===== config.mk =====
export PLATFORM = sky130hd
export DESIGN_NAME = ptrmove_unit
export DESIGN_NICKNAME = d
export VERILOG_FILES = /design/src/rtl/ptrmove_pkg.sv /design/src/rtl/ptrmove_phase.sv /design/src/rtl/ptrmove_decode.sv /design/src/rtl/ptrmove_guard.sv /design/src/rtl/ptrmove_unit.sv
export SDC_FILE = /design/constraint.sdc
export NUM_CORES = 1
export LEC_CHECK = 0
export BUFFER_PORTS_ARGS = -buffer_cell sky130_fd_sc_hd__buf_2
export CAP_MARGIN = 20
export CORE_ASPECT_RATIO = 0.7
export CORE_MARGIN = 3
export CORE_UTILIZATION = 30
export CTS_BUF_LIST = sky130_fd_sc_hd__clkbuf_4 sky130_fd_sc_hd__clkbuf_8
export DETAILED_ROUTE_END_ITERATION = 7
export GPL_TIMING_DRIVEN = 0
export PLACE_DENSITY = 0.62
export SLEW_MARGIN = 20
export SYNTH_ARGS = -nofsm -noshare
export SYNTH_HDL_FRONTEND = slang
export SYNTH_HIERARCHICAL = 1
export SYNTH_SLANG_ARGS = --single-unit

===== constraint.sdc =====
create_clock -name clk -period 3.6 [get_ports clk]
set_clock_uncertainty 0.1 [all_clocks]
set_input_delay 0.72 -clock clk [delete_from_list [all_inputs] [get_ports clk]]
set_output_delay 0.72 -clock clk [all_outputs]
set_load 0.02 [all_outputs]

===== src/rtl/ptrmove_pkg.sv =====
package ptrmove_pkg;
  localparam int AW   = 12;
  localparam int DW   = 8;
  localparam int IW   = 16;
  localparam int OFFW = 7;

  typedef enum logic [1:0] {PH_Q1, PH_Q2, PH_Q3, PH_Q4} phase_t;
  typedef enum logic [1:0] {OP_IDLE, OP_COPY_SRC, OP_COPY_DST, OP_PUSH} op_t;

  function automatic logic is_copy_head(input logic [IW-1:0] w);
    return w[15:7] == 9'b1110_1011_1;
  endfunction

  function automatic logic is_copy_tail(input logic [IW-1:0] w);
    return w[15:12] == 4'hF;
  endfunction

  function automatic logic is_push(input logic [IW-1:0] w);
    return w[15:8] == 8'hEA;
  endfunction

  // base plus zero-extended offset, modulo 2**AW
  function automatic logic [AW-1:0] wrap_add(input logic [AW-1:0] base,
                                             input logic [OFFW-1:0] off);
    return base + {{(AW-OFFW){1'b0}}, off};
  endfunction
endpackage


===== src/rtl/ptrmove_phase.sv =====
module ptrmove_phase
  import ptrmove_pkg::*;
(
  input  logic   clk,
  input  logic   rst_n,
  output phase_t ph,
  output logic   slot_end
);
  always_ff @(posedge clk) begin
    if (!rst_n) ph <= PH_Q1;
    else        ph <= phase_t'(ph + 2'd1);
  end
  assign slot_end = (ph == PH_Q4);
endmodule


===== src/rtl/ptrmove_decode.sv =====
module ptrmove_decode
  import ptrmove_pkg::*;
(
  input  logic          clk,
  input  logic          rst_n,
  input  logic          slot_end,
  input  logic          instr_valid,
  input  logic [IW-1:0] instr_word,
  output op_t           op,
  output logic [IW-1:0] ir_word
);
  logic ir_valid;
  logic tail_due;

  always_ff @(posedge clk) begin
    if (!rst_n) begin
      ir_valid <= 1'b0;
      ir_word  <= '0;
      tail_due <= 1'b0;
    end else if (slot_end) begin
      ir_valid <= instr_valid;
      ir_word  <= instr_word;
      tail_due <= (op == OP_COPY_SRC);
    end
  end

  always_comb begin
    op = OP_IDLE;
    if (ir_valid) begin
      if (tail_due && is_copy_tail(ir_word)) op = OP_COPY_DST;
      else if (is_copy_head(ir_word))        op = OP_COPY_SRC;
      else if (is_push(ir_word))             op = OP_PUSH;
    end
  end
endmodule


===== src/rtl/ptrmove_guard.sv =====
module ptrmove_guard #(
  parameter int                 N    = 4,
  parameter int                 AW   = 12,
  parameter logic [N*AW-1:0]    LIST = '0
) (
  input  logic [AW-1:0] addr,
  output logic          hit
);
  logic [N-1:0] match;
  for (genvar i = 0; i < N; i++) begin : g_cmp
    assign match[i] = (addr == LIST[i*AW +: AW]);
  end
  assign hit = |match;
endmodule


===== src/rtl/ptrmove_unit.sv =====
module ptrmove_unit
  import ptrmove_pkg::*;
#(
  parameter int              N_IND     = 5,
  parameter logic [N_IND*12-1:0] IND_LIST =
    {12'hFEF, 12'hFE7, 12'hFDF, 12'hFDE, 12'hFDD},
  parameter int              N_FORB    = 4,
  parameter logic [N_FORB*12-1:0] FORB_LIST =
    {12'hFF9, 12'hFFD, 12'hFFE, 12'hFFF}
) (
  input  logic          clk,
  input  logic          rst_n,
  input  logic          instr_valid,
  input  logic [15:0]   instr_word,
  input  logic          ptr_load,
  input  logic [11:0]   ptr_load_val,
  input  logic [7:0]    mem_rdata,
  output logic [11:0]   mem_addr,
  output logic          mem_we,
  output logic [7:0]    mem_wdata,
  output logic [1:0]    q_phase,
  output logic [11:0]   ptr_value,
  output logic          copy_nop,
  output logic          dest_err
);
  phase_t        ph;
  logic          slot_end;
  op_t           op;
  logic [IW-1:0] ir_word;
  logic [AW-1:0] ptr;
  logic [AW-1:0] op_addr;
  logic [DW-1:0] hold_q;
  logic          ind_hit, forb_hit;
  logic          src_latch, push_fire, copy_fire;

  ptrmove_phase u_phase (.clk(clk), .rst_n(rst_n), .ph(ph), .slot_end(slot_end));

  ptrmove_decode u_dec (
    .clk(clk), .rst_n(rst_n), .slot_end(slot_end),
    .instr_valid(instr_valid), .instr_word(instr_word),
    .op(op), .ir_word(ir_word)
  );

  // push addresses the pointer itself; both copy words carry the offset in [6:0]
  assign op_addr = (op == OP_PUSH) ? ptr : wrap_add(ptr, ir_word[OFFW-1:0]);

  ptrmove_guard #(.N(N_IND), .AW(AW), .LIST(IND_LIST)) u_ind (
    .addr(op_addr), .hit(ind_hit));
  ptrmove_guard #(.N(N_FORB), .AW(AW), .LIST(FORB_LIST)) u_forb (
    .addr(op_addr), .hit(forb_hit));

  // named internal events
  assign src_latch = (ph == PH_Q3) && (op == OP_COPY_SRC);
  assign push_fire = slot_end && (op == OP_PUSH);
  assign copy_fire = slot_end && (op == OP_COPY_DST);

  always_ff @(posedge clk) begin
    if (!rst_n)         hold_q <= '0;
    else if (src_latch) hold_q <= ind_hit ? '0 : mem_rdata;
  end

  always_ff @(posedge clk) begin
    if (!rst_n)         ptr <= '0;
    else if (ptr_load)  ptr <= ptr_load_val;
    else if (push_fire) ptr <= ptr - 1'b1;
  end

  assign copy_nop  = copy_fire && ind_hit;
  assign dest_err  = copy_fire && forb_hit && !ind_hit;
  assign mem_we    = push_fire || (copy_fire && !ind_hit && !forb_hit);
  assign mem_wdata = (op == OP_PUSH) ? ir_word[DW-1:0] : hold_q;
  assign mem_addr  = op_addr;
  assign q_phase   = ph;
  assign ptr_value = ptr;
endmodule


==> impl_metrics.tcl, run 1 <==
set metrics [dict create \
    netlist_area_um2 2564 \
    worst_setup_path_end_kind "output port" \
    critPathArrivalTime_ns 3.20 \
    grt-ovfl-total 0 \
    required_ns 2.78 \
    coreArea_um2 8074 \
    maxSlewViolCount 0 \
    finalSetupTns_ns -1.208 \
    start_util_pct 31.75 \
    hold_viol 0 \
    synth-edff-count 0 \
    synthCells 305 \
    rows 27 \
    final_cell_mix "buf_2, nand2_1, dfxtp_1, buf_4" \
    portBuffers 76 \
    outcome "complete, but fails checks" \
    pre_cts_slack_ns -0.6024 \
    finalWorstSetupSlack_ns -0.4211 \
    place_congestion 0.8775 \
    period_needed_ns 4.021 \
    start_kind "flip-flop" \
    path_clk_slew_ns 0.08 \
    crit_path_max_fanout 5 \
    synth_area_per_cell_um2 8.406 \
    finalSetupViolCount 3 \
    grt_pass1_vias 2549 \
    drt_pass1_iterations 4 \
    peakVddDrop_mv 0.1422 \
    cellLeakagePower_nw 1.538 \
    clockBufferDepth 2 \
    drv_cap 0 \
    async_flop_share_pct 0 \
    design_area_um2 3754 \
    die_h_um 83.35 \
    mostFrequentLayoutCell "buf_2" \
    ant_nets 0 \
    critPathKind "reg -> out" \
    ios 77 \
    antennaDiodeCount 0 \
    die_width_um 116.5 \
    power.density_nw_per_um2 292.2 \
    dieArea_um2 9709 \
    nNetsFinal 466 \
    dp_hpwl_um 5841 \
    antenna_found_initial 0 \
    yosysUniqueCellTypes 54 \
    cts.sinks 40 \
    ys.flop_type "dfxtp_1" \
    timing.final.crit_share_pct 111.7 \
    violations "setup timing" \
    vias_per_cell 5.033 \
    synth_fp_nets 355 \
    cts_max_level 2 \
    cts_tree "yes" \
    synth_seq_area_share_pct 31.23 \
    cts_root_buffer "clkbuf_8" \
    grt_use_total_pct 16.30 \
    min_path_type "reg -> reg" \
    dpl_cell_area_um2 3212 \
    grt_max_degree 14 \
    via_count 2607 \
    grt_first_pass_wirelength_um 12670 \
    cts-buffers-inserted 5 \
    syn_to_final_growth_pct 46.41 \
    ys_ff_latch 40 \
    routed_wl_um 7918 \
    drive_gt1_share_pct 42.21 \
    clk_latency_ns 0.29 \
    fmax_mhz 248.7 \
    drt_iter0_markers 134 \
    drcViolationCount 0 \
    maxSlewHeadroom_pct 67.61 \
    wire_per_inst_um 15.29 \
    tightest_slew_ns 0.4858 \
    rsz0062_at_grt "true" \
    yosysWarnings 6 \
]
[stage by stage]
step | util, % | total power [mW] | instances | hold slack (ns)
floorplan | - | 0.6373 | 305 | 0.3310
global placement | 39.78 | 0.7099 | 482 | 0.3422
detailed placement | 39.78 | 0.7130 | 482 | 0.3436
CTS | 45.34 | 1.100 | 510 | 0.3547
global route | 46.49 | 1.156 | 518 | 0.3843
finish | 46.49 | 1.097 | 518 | 0.3541
[power breakdown]
group	switching, mW	internal, mW	total [mW]
Sequential	0.0258	0.459	0.484
Clock	0.162	0.206	0.368
Combinational	0.135	0.109	0.244
[final timing paths]
| kind | from | endpoint | slack (ns) | depth (start not counted) |
|---|---|---|---|---|
| max reg2reg | u_dec/ir_word[10] | hold_q[3] | 0.40 | 16 |
| min reg2reg | hold_q[1] | hold_q[1] | 0.35 | 2 |
| max | u_dec/ir_word[10] | copy_nop | -0.42 | 14 |
| min | hold_q[1] | hold_q[1] | 0.35 | 2 |
[what timing repair did]
item | 4_1_cts | 5_1_grt
pin swaps | 26 | 9
gates resized for setup | 43 | 10
setup buffers | 19 | 8
gates cloned | 1 | 0
hold buffers | 0 | 0
endpoints found under the setup margin | 3 | 3
[sequential cells by signal, summed over array words and instances, names as in the netlist]
register / flops
u_dec/ir_word: 16
ptr_value: 12
hold_q: 8
u_phase/ph: 2
u_dec/ir_valid: 1
u_dec/tail_due: 1
[critical path: stages (launching register included)]
cell and delay (ns):
dfxtp_2 0.33, nand3b_1 0.16, or3_1 0.37, a21oi_2 0.19, clkbuf_8 0.17, nand2_4 0.05
buf_6 0.13, buf_12 0.13, a21oi_4 0.18, and3b_1 0.20, a31oi_2 0.05, nor4_4 0.37
clkbuf_8 0.23, nor3b_4 0.18, buf_6 0.14
[logic make-up (layout without fill, tap and decap cells)]
family | Yosys count | in the layout | synth area share [%]
flip-flops | 40 | 40 | 31.23
multiplexers | 18 | 18 | 7.028
buffers and inverters | 29 | 141 | 5.661
adder cells (fa/ha/maj) | 10 | 10 | 5.173
AND/OR/NAND/NOR | 128 | 128 | 30.36
AO/OA/AOI/OAI | 65 | 65 | 15.42
XOR/XNOR | 15 | 15 | 5.125
[per-layer routing]
metal  wire [um]  track usage, %
met2        3479           24.97
met1        3890           23.74
met3         478           3.350
met4          70           2.740
met5           0               0
[cell type report]
type | count | area [um^2]
Buffer | 20 | 180.2
Inverter | 9 | 33.78
Sequential cell | 40 | 817.0
Tap cell | 101 | 126.4
Multi-Input combinational cell | 236 | 1879
Timing Repair Buffer | 104 | 606.8
Clock inverter | 3 | 41.29
Fill cell | 765 | 4320
Clock buffer | 5 | 68.82
[cell usage after synthesis (3+ instances only)]
cell	instances	area (um^2)
nand4_1	6	37.54
nand3_1	7	35.03
a21oi_1	18	90.09
or3_1	4	25.02
buf_6	3	33.78
o211ai_1	4	30.03
a31oi_1	5	31.28
mux2i_1	18	180.2
and2_1	3	18.77
nand2_1	44	165.2
a21boi_0	6	45.04
o31ai_1	4	30.03
nor2_1	7	26.28
buf_2	3	15.01
xor2_1	6	52.55
nor3b_1	4	30.03
nand3b_1	9	67.56
nor4_2	5	62.56
clkbuf_1	9	33.78
nor2b_1	19	118.9
o21ai_0	18	90.09
xnor2_1	9	78.83
ha_1	9	112.6
inv_1	9	33.78
dfxtp_1	40	800.8
Power figures use the tool's default switching activity.
==> inputs of run 2 (changes only) <==
--- a/config.mk
+++ b/config.mk
@@ -8,7 +8,7 @@
 export BUFFER_PORTS_ARGS = -buffer_cell sky130_fd_sc_hd__buf_2
 export CAP_MARGIN = 20
 export CORE_ASPECT_RATIO = 0.7
-export CORE_MARGIN = 3
+export CORE_MARGIN = 5
 export CORE_UTILIZATION = 30
 export CTS_BUF_LIST = sky130_fd_sc_hd__clkbuf_4 sky130_fd_sc_hd__clkbuf_8
 export DETAILED_ROUTE_END_ITERATION = 7
==> impl_metrics.tcl, run 2 (synthesis gave the netlist of run 1 again) <==
set metrics [dict create \
    cp_slowest_cell "nor4_4" \
    crit_family "simple AND/OR/NAND/NOR gates" \
    rr_startpoint "u_dec/ir_word[14]" \
    cts.sinks 40 \
    tightest_slew_ns 0.4560 \
    ant_nets 0 \
    outcome "complete, but fails checks" \
    dp_hpwl_um 6078 \
    path_clk_slew_ns 0.08 \
    mostFrequentLayoutCell "buf_2" \
    drv_cap 0 \
    cts-buffers-inserted 5 \
    start_util_pct 30.49 \
    wire_per_inst_um 15.58 \
    antenna_found_initial 0 \
    power.density_nw_per_um2 291.0 \
    design_area_um2 3812 \
    portBuffers 76 \
    cts_root_buffer "clkbuf_8" \
    grt_pass1_vias 2676 \
    fin_util_pct 45.34 \
    die_width_um 120.5 \
    rows 28 \
    syn_to_final_growth_pct 48.71 \
    place_congestion 0.8148 \
    crit_path_max_fanout 4 \
    nNetsFinal 473 \
    grt_use_total_pct 15.61 \
    place_inst 486 \
    rsz0062_at_grt "true" \
    worst_setup_path_end_kind "output port" \
    grt_max_degree 14 \
    hold_start "hold_q[1]" \
    maxSlewHeadroom_pct 69.20 \
    antennaDiodeCount 0 \
    dpl_cell_area_um2 3217 \
    drcViolationCount 0 \
    cts_max_level 2 \
    seq_area_um2 823.3 \
    period_needed_ns 3.935 \
    finalSetupTns_ns -0.8661 \
    worstReg2RegEnd "hold_q[4]" \
    clk_latency_ns 0.30 \
    required_ns 2.78 \
    routed_wl_um 8243 \
    holdPathStages 2 \
    ff2ff_setup_slack_ns 0.63 \
    coreArea_um2 8408 \
    min_path_type "reg -> reg" \
    postCtsHoldBufs 0 \
    drt_iter0_markers 166 \
    timing.final.crit_share_pct 109.3 \
    vias_per_cell 4.962 \
    fillers 834 \
    grt_first_pass_wirelength_um 12920 \
    peakVddDrop_mv 0.1477 \
    critPathArrivalTime_ns 3.12 \
    drive_gt1_share_pct 44.58 \
    largest_reg_flops 16 \
    cts_tree "yes" \
    via_count 2625 \
    final_cell_mix "buf_2, nand2_1, buf_4, dfxtp_1" \
    path_common_cell "buf_4" \
    die_h_um 87.35 \
    fin_cells 529 \
    ios 77 \
    multi_input_area_um2 1879 \
    max_stage_delay_ns 0.44 \
    violations "setup timing" \
    reg2reg_depth 15 \
    top_register "u_dec/ir_word" \
    critPathKind "reg -> out" \
    crit_chain "nand4_1, or3_4, a21oi_4, buf_6, and2_4, clkbuf_16, nand2_2, o31ai_4, buf_4, nand3_1, nor4_4, nor4b_4, buf_4" \
    whs_endpoint "hold_q[1]" \
    path_buf_inv 4 \
    finalWorstSetupSlack_ns -0.3353 \
    drt_pass1_iterations 4 \
    clockBufferDepth 2 \
    grt-ovfl-total 0 \
    fmax_mhz 254.1 \
    hold_ws_ns 0.3555 \
    hold_viol 0 \
    finalSetupViolCount 3 \
    maxSlewViolCount 0 \
    start_kind "flip-flop" \
    cellLeakagePower_nw 1.554 \
    dieArea_um2 10520 \
]
==> run 2: worst max-delay path by stage <==
stage	from	to	slack, ns	cells past startpoint
floorplan	ptr_value[0]	copy_nop	-0.01	11
global route	u_dec/ir_valid	dest_err	-0.45	15
CTS	u_dec/ir_word[0]	mem_we	-0.33	14
global placement	u_dec/ir_word[14]	mem_we	-0.56	15
finish	u_dec/ir_word[14]	dest_err	-0.34	13
detailed placement	u_dec/ir_word[13]	mem_we	-0.57	15
==> run 2: repair_timing <==
action                                  in CTS  in global routing
endpoints found under the setup margin       3                  3
cloned                                       1                  0
pin swaps                                   20                 11
resized for setup                           38                 21
buffers inserted                            25                 10
==> run 2: power breakdown <==
group	switching, mW	total [mW]	internal, mW
combinational	0.136	0.250	0.114
clock	0.169	0.375	0.206
sequential	0.0261	0.485	0.459
==> run 2: area by class of cell <==
class | count | area share, %
Buffer | 19 | 4.299
Clock buffer | 5 | 1.805
Clock inverter | 3 | 1.083
Inverter | 9 | 0.8861
Multi-Input combinational cell | 236 | 49.29
Sequential cell | 40 | 21.60
Tap cell | 105 | 3.446
Timing Repair Buffer | 112 | 17.59
==> run 2: per-layer routing <==
metal  GRT usage [%]  vias up  part of all wire (%)
met4           4.938        0                   1.3
met1           20.42     1221                    47
met5               0        -                     0
met3           4.091       10                   6.3
li1                -     1325                     -
met2           25.29       69                    45
==> run 2: stage by stage <==
step	power, mW	setup WS [ns]
3_5_place_dp	0.7135	-0.5696
3_3_place_gp	0.7089	-0.5625
2_1_floorplan	0.6373	-0.01231
5_1_grt	1.157	-0.4453
4_1_cts	1.102	-0.3275
6_report	1.109	-0.3353
==> run 2: worst register-to-register path, stage by stage, from the launching register on <==
cell      delay (ns)
dfxtp_2         0.33
nand4_1         0.14
or3_4           0.41
a21oi_4         0.18
buf_6           0.15
and2_4          0.16
buf_4           0.11
buf_6           0.13
o31ai_4         0.09
and3b_1         0.24
a31oi_2         0.06
nor4_4          0.27
buf_6           0.16
buf_4           0.14
nand3b_1        0.12
a21boi_0        0.09
==> inputs of run 3 (changes only) <==
--- a/config.mk
+++ b/config.mk
@@ -13,8 +13,7 @@
 export CTS_BUF_LIST = sky130_fd_sc_hd__clkbuf_4 sky130_fd_sc_hd__clkbuf_8
 export DETAILED_ROUTE_END_ITERATION = 7
 export GPL_TIMING_DRIVEN = 0
-export PLACE_DENSITY = 0.62
-export SLEW_MARGIN = 20
+export PLACE_DENSITY = 0.6
 export SYNTH_ARGS = -nofsm -noshare
 export SYNTH_HDL_FRONTEND = slang
 export SYNTH_HIERARCHICAL = 1
==> constraint.sdc (replaced) <==
create_clock -name clk -period 4.3 [get_ports clk]
set_clock_uncertainty 0.1 [all_clocks]
set_input_delay 0.86 -clock clk [delete_from_list [all_inputs] [get_ports clk]]
set_output_delay 0.86 -clock clk [all_outputs]
set_load 0.02 [all_outputs]
==> impl_metrics.tcl, run 3 (synthesis gave the netlist of run 1 again) <==
set metrics [dict create \
    wire_per_inst_um 15.89 \
    ios 77 \
    dpl_cell_area_um2 3097 \
    drv_cap 0 \
    top_register "u_dec/ir_word" \
    syn_to_final_growth_pct 31.87 \
    cts_root_buffer "clkbuf_8" \
    outcome "finished, final reports clean" \
    p_total_mw 0.9202 \
    finalSetupViolCount 0 \
    grtUsageMet3_pct 4.091 \
    hold_ws_ns 0.3619 \
    crit_start "u_dec/ir_word[15]" \
    drt_pass1_iterations 4 \
    path_clk_slew_ns 0.09 \
    maxSlewViolCount 0 \
    critPathArrivalTime_ns 3.24 \
    period_needed_ns 4.200 \
    grt_pass1_vias 2368 \
    hold_start "hold_q[6]" \
    grt_use_total_pct 15.16 \
    place_congestion 0.8538 \
    drt_iter0_markers 152 \
    grt_most_used_layer "met2" \
    largest_reg_flops 16 \
    crit_path_max_fanout 10 \
    clk_latency_ns 0.30 \
    coreArea_um2 8408 \
    start_util_pct 30.49 \
    critPathKind "reg -> out" \
    nNetsFinal 442 \
    cts_max_level 2 \
    min_path_type "reg -> reg" \
    grt_first_pass_wirelength_um 12340 \
    maxSlewHeadroom_pct 60.69 \
    cts-buffers-inserted 5 \
    antennaDiodeCount 0 \
    via_count 2473 \
    portBuffers 76 \
    die_h_um 87.35 \
    finalSetupTns_ns 0 \
    antenna_found_initial 0 \
    cellLeakagePower_nw 1.323 \
    fillers 884 \
    dp_hpwl_um 6203 \
    met1_usage_pct 21.91 \
    ff2ff_setup_slack_ns 1.14 \
    fin_util_pct 40.21 \
    multi_input_area_um2 1739 \
    drcViolationCount 0 \
    routed_wl_um 7912 \
    grt_use_met2_pct 22.45 \
    peakVddDrop_mv 0.1314 \
    worst_setup_path_end_kind "output port" \
    start_kind "flip-flop" \
    dieArea_um2 10520 \
    rows 28 \
    fmax_mhz 238.1 \
    tightest_slew_ns 0.5820 \
    vias_per_cell 4.966 \
    clockBufferDepth 2 \
    hold_viol 0 \
    postCtsHoldBufs 0 \
    rr_startpoint "u_dec/ir_word[15]" \
    required_ns 3.34 \
    cts.sinks 40 \
    power.density_nw_per_um2 272.2 \
    timing.final.crit_share_pct 97.67 \
    die_width_um 120.5 \
    cts_tree "yes" \
    drive_gt1_share_pct 33.84 \
    design_area_um2 3381 \
    ant_nets 0 \
    grt_max_degree 15 \
    mostFrequentLayoutCell "buf_2" \
    grt-ovfl-total 0 \
    seq_area_um2 807.0 \
    final_cell_mix "buf_2, nand2_1, dfxtp_1" \
]
==> run 3: cell type report <==
cell class / count / area share (%)
sequential: 40 / 23.87
multi-input combinational: 236 / 51.44
buffer: 20 / 4.108
clock inverter: 3 / 1.369
tap: 105 / 3.886
clock buffer: 5 / 2.036
inverter: 9 / 0.9993
timing repair buffer: 80 / 12.29
==> run 3: worst paths after layout <==
path                            cells after the start        end
worst max-delay path                               15   dest_err
worst min register to register                      2  hold_q[6]
worst max register to register                     16  hold_q[4]
worst min-delay path                                2  hold_q[6]
==> run 3: repair_timing <==
item,4_1_cts,5_1_grt
setup endpoints to repair,3,3
pin swaps,3,2
setup buffers,4,0
gates resized for setup,23,20
==> run 3: worst max-delay path, stage by stage, from the launching register on <==
cell	delay [ns]
dfxtp_1	0.35
nand4_1	0.16
or3_4	0.43
a21oi_4	0.19
buf_6	0.15
and2_4	0.20
buf_6	0.15
nand2_1	0.07
o31ai_2	0.07
buf_4	0.17
and3b_1	0.19
a31oi_2	0.16
nor4_2	0.06
buf_4	0.15
nor4b_2	0.23
buf_4	0.19
==> run 3: per-layer routing <==
| metal | part of all wire, % | up-vias |
|---|---|---|
| li1 | - | 1266 |
| met1 | 51 | 1139 |
| met2 | 42 | 64 |
| met3 | 6.7 | 4 |
| met4 | 0.68 | 0 |
| met5 | 0 | - |
==> run 3: metrics by stage <==
step                worst slack (ns)  instances
detailed placement           -0.3415        486
global placement             -0.3682        486
finish                        0.1002        498
CTS                         0.002841        498
floorplan                    0.05272        305
global route                -0.03335        498
==> run 3: power by group <==
group	switching [mW]	internal, mW	total [mW]
Clock	0.150	0.175	0.325
Combinational	0.108	0.0827	0.191
Sequential	0.0199	0.385	0.405
Total	0.278	0.642	0.920
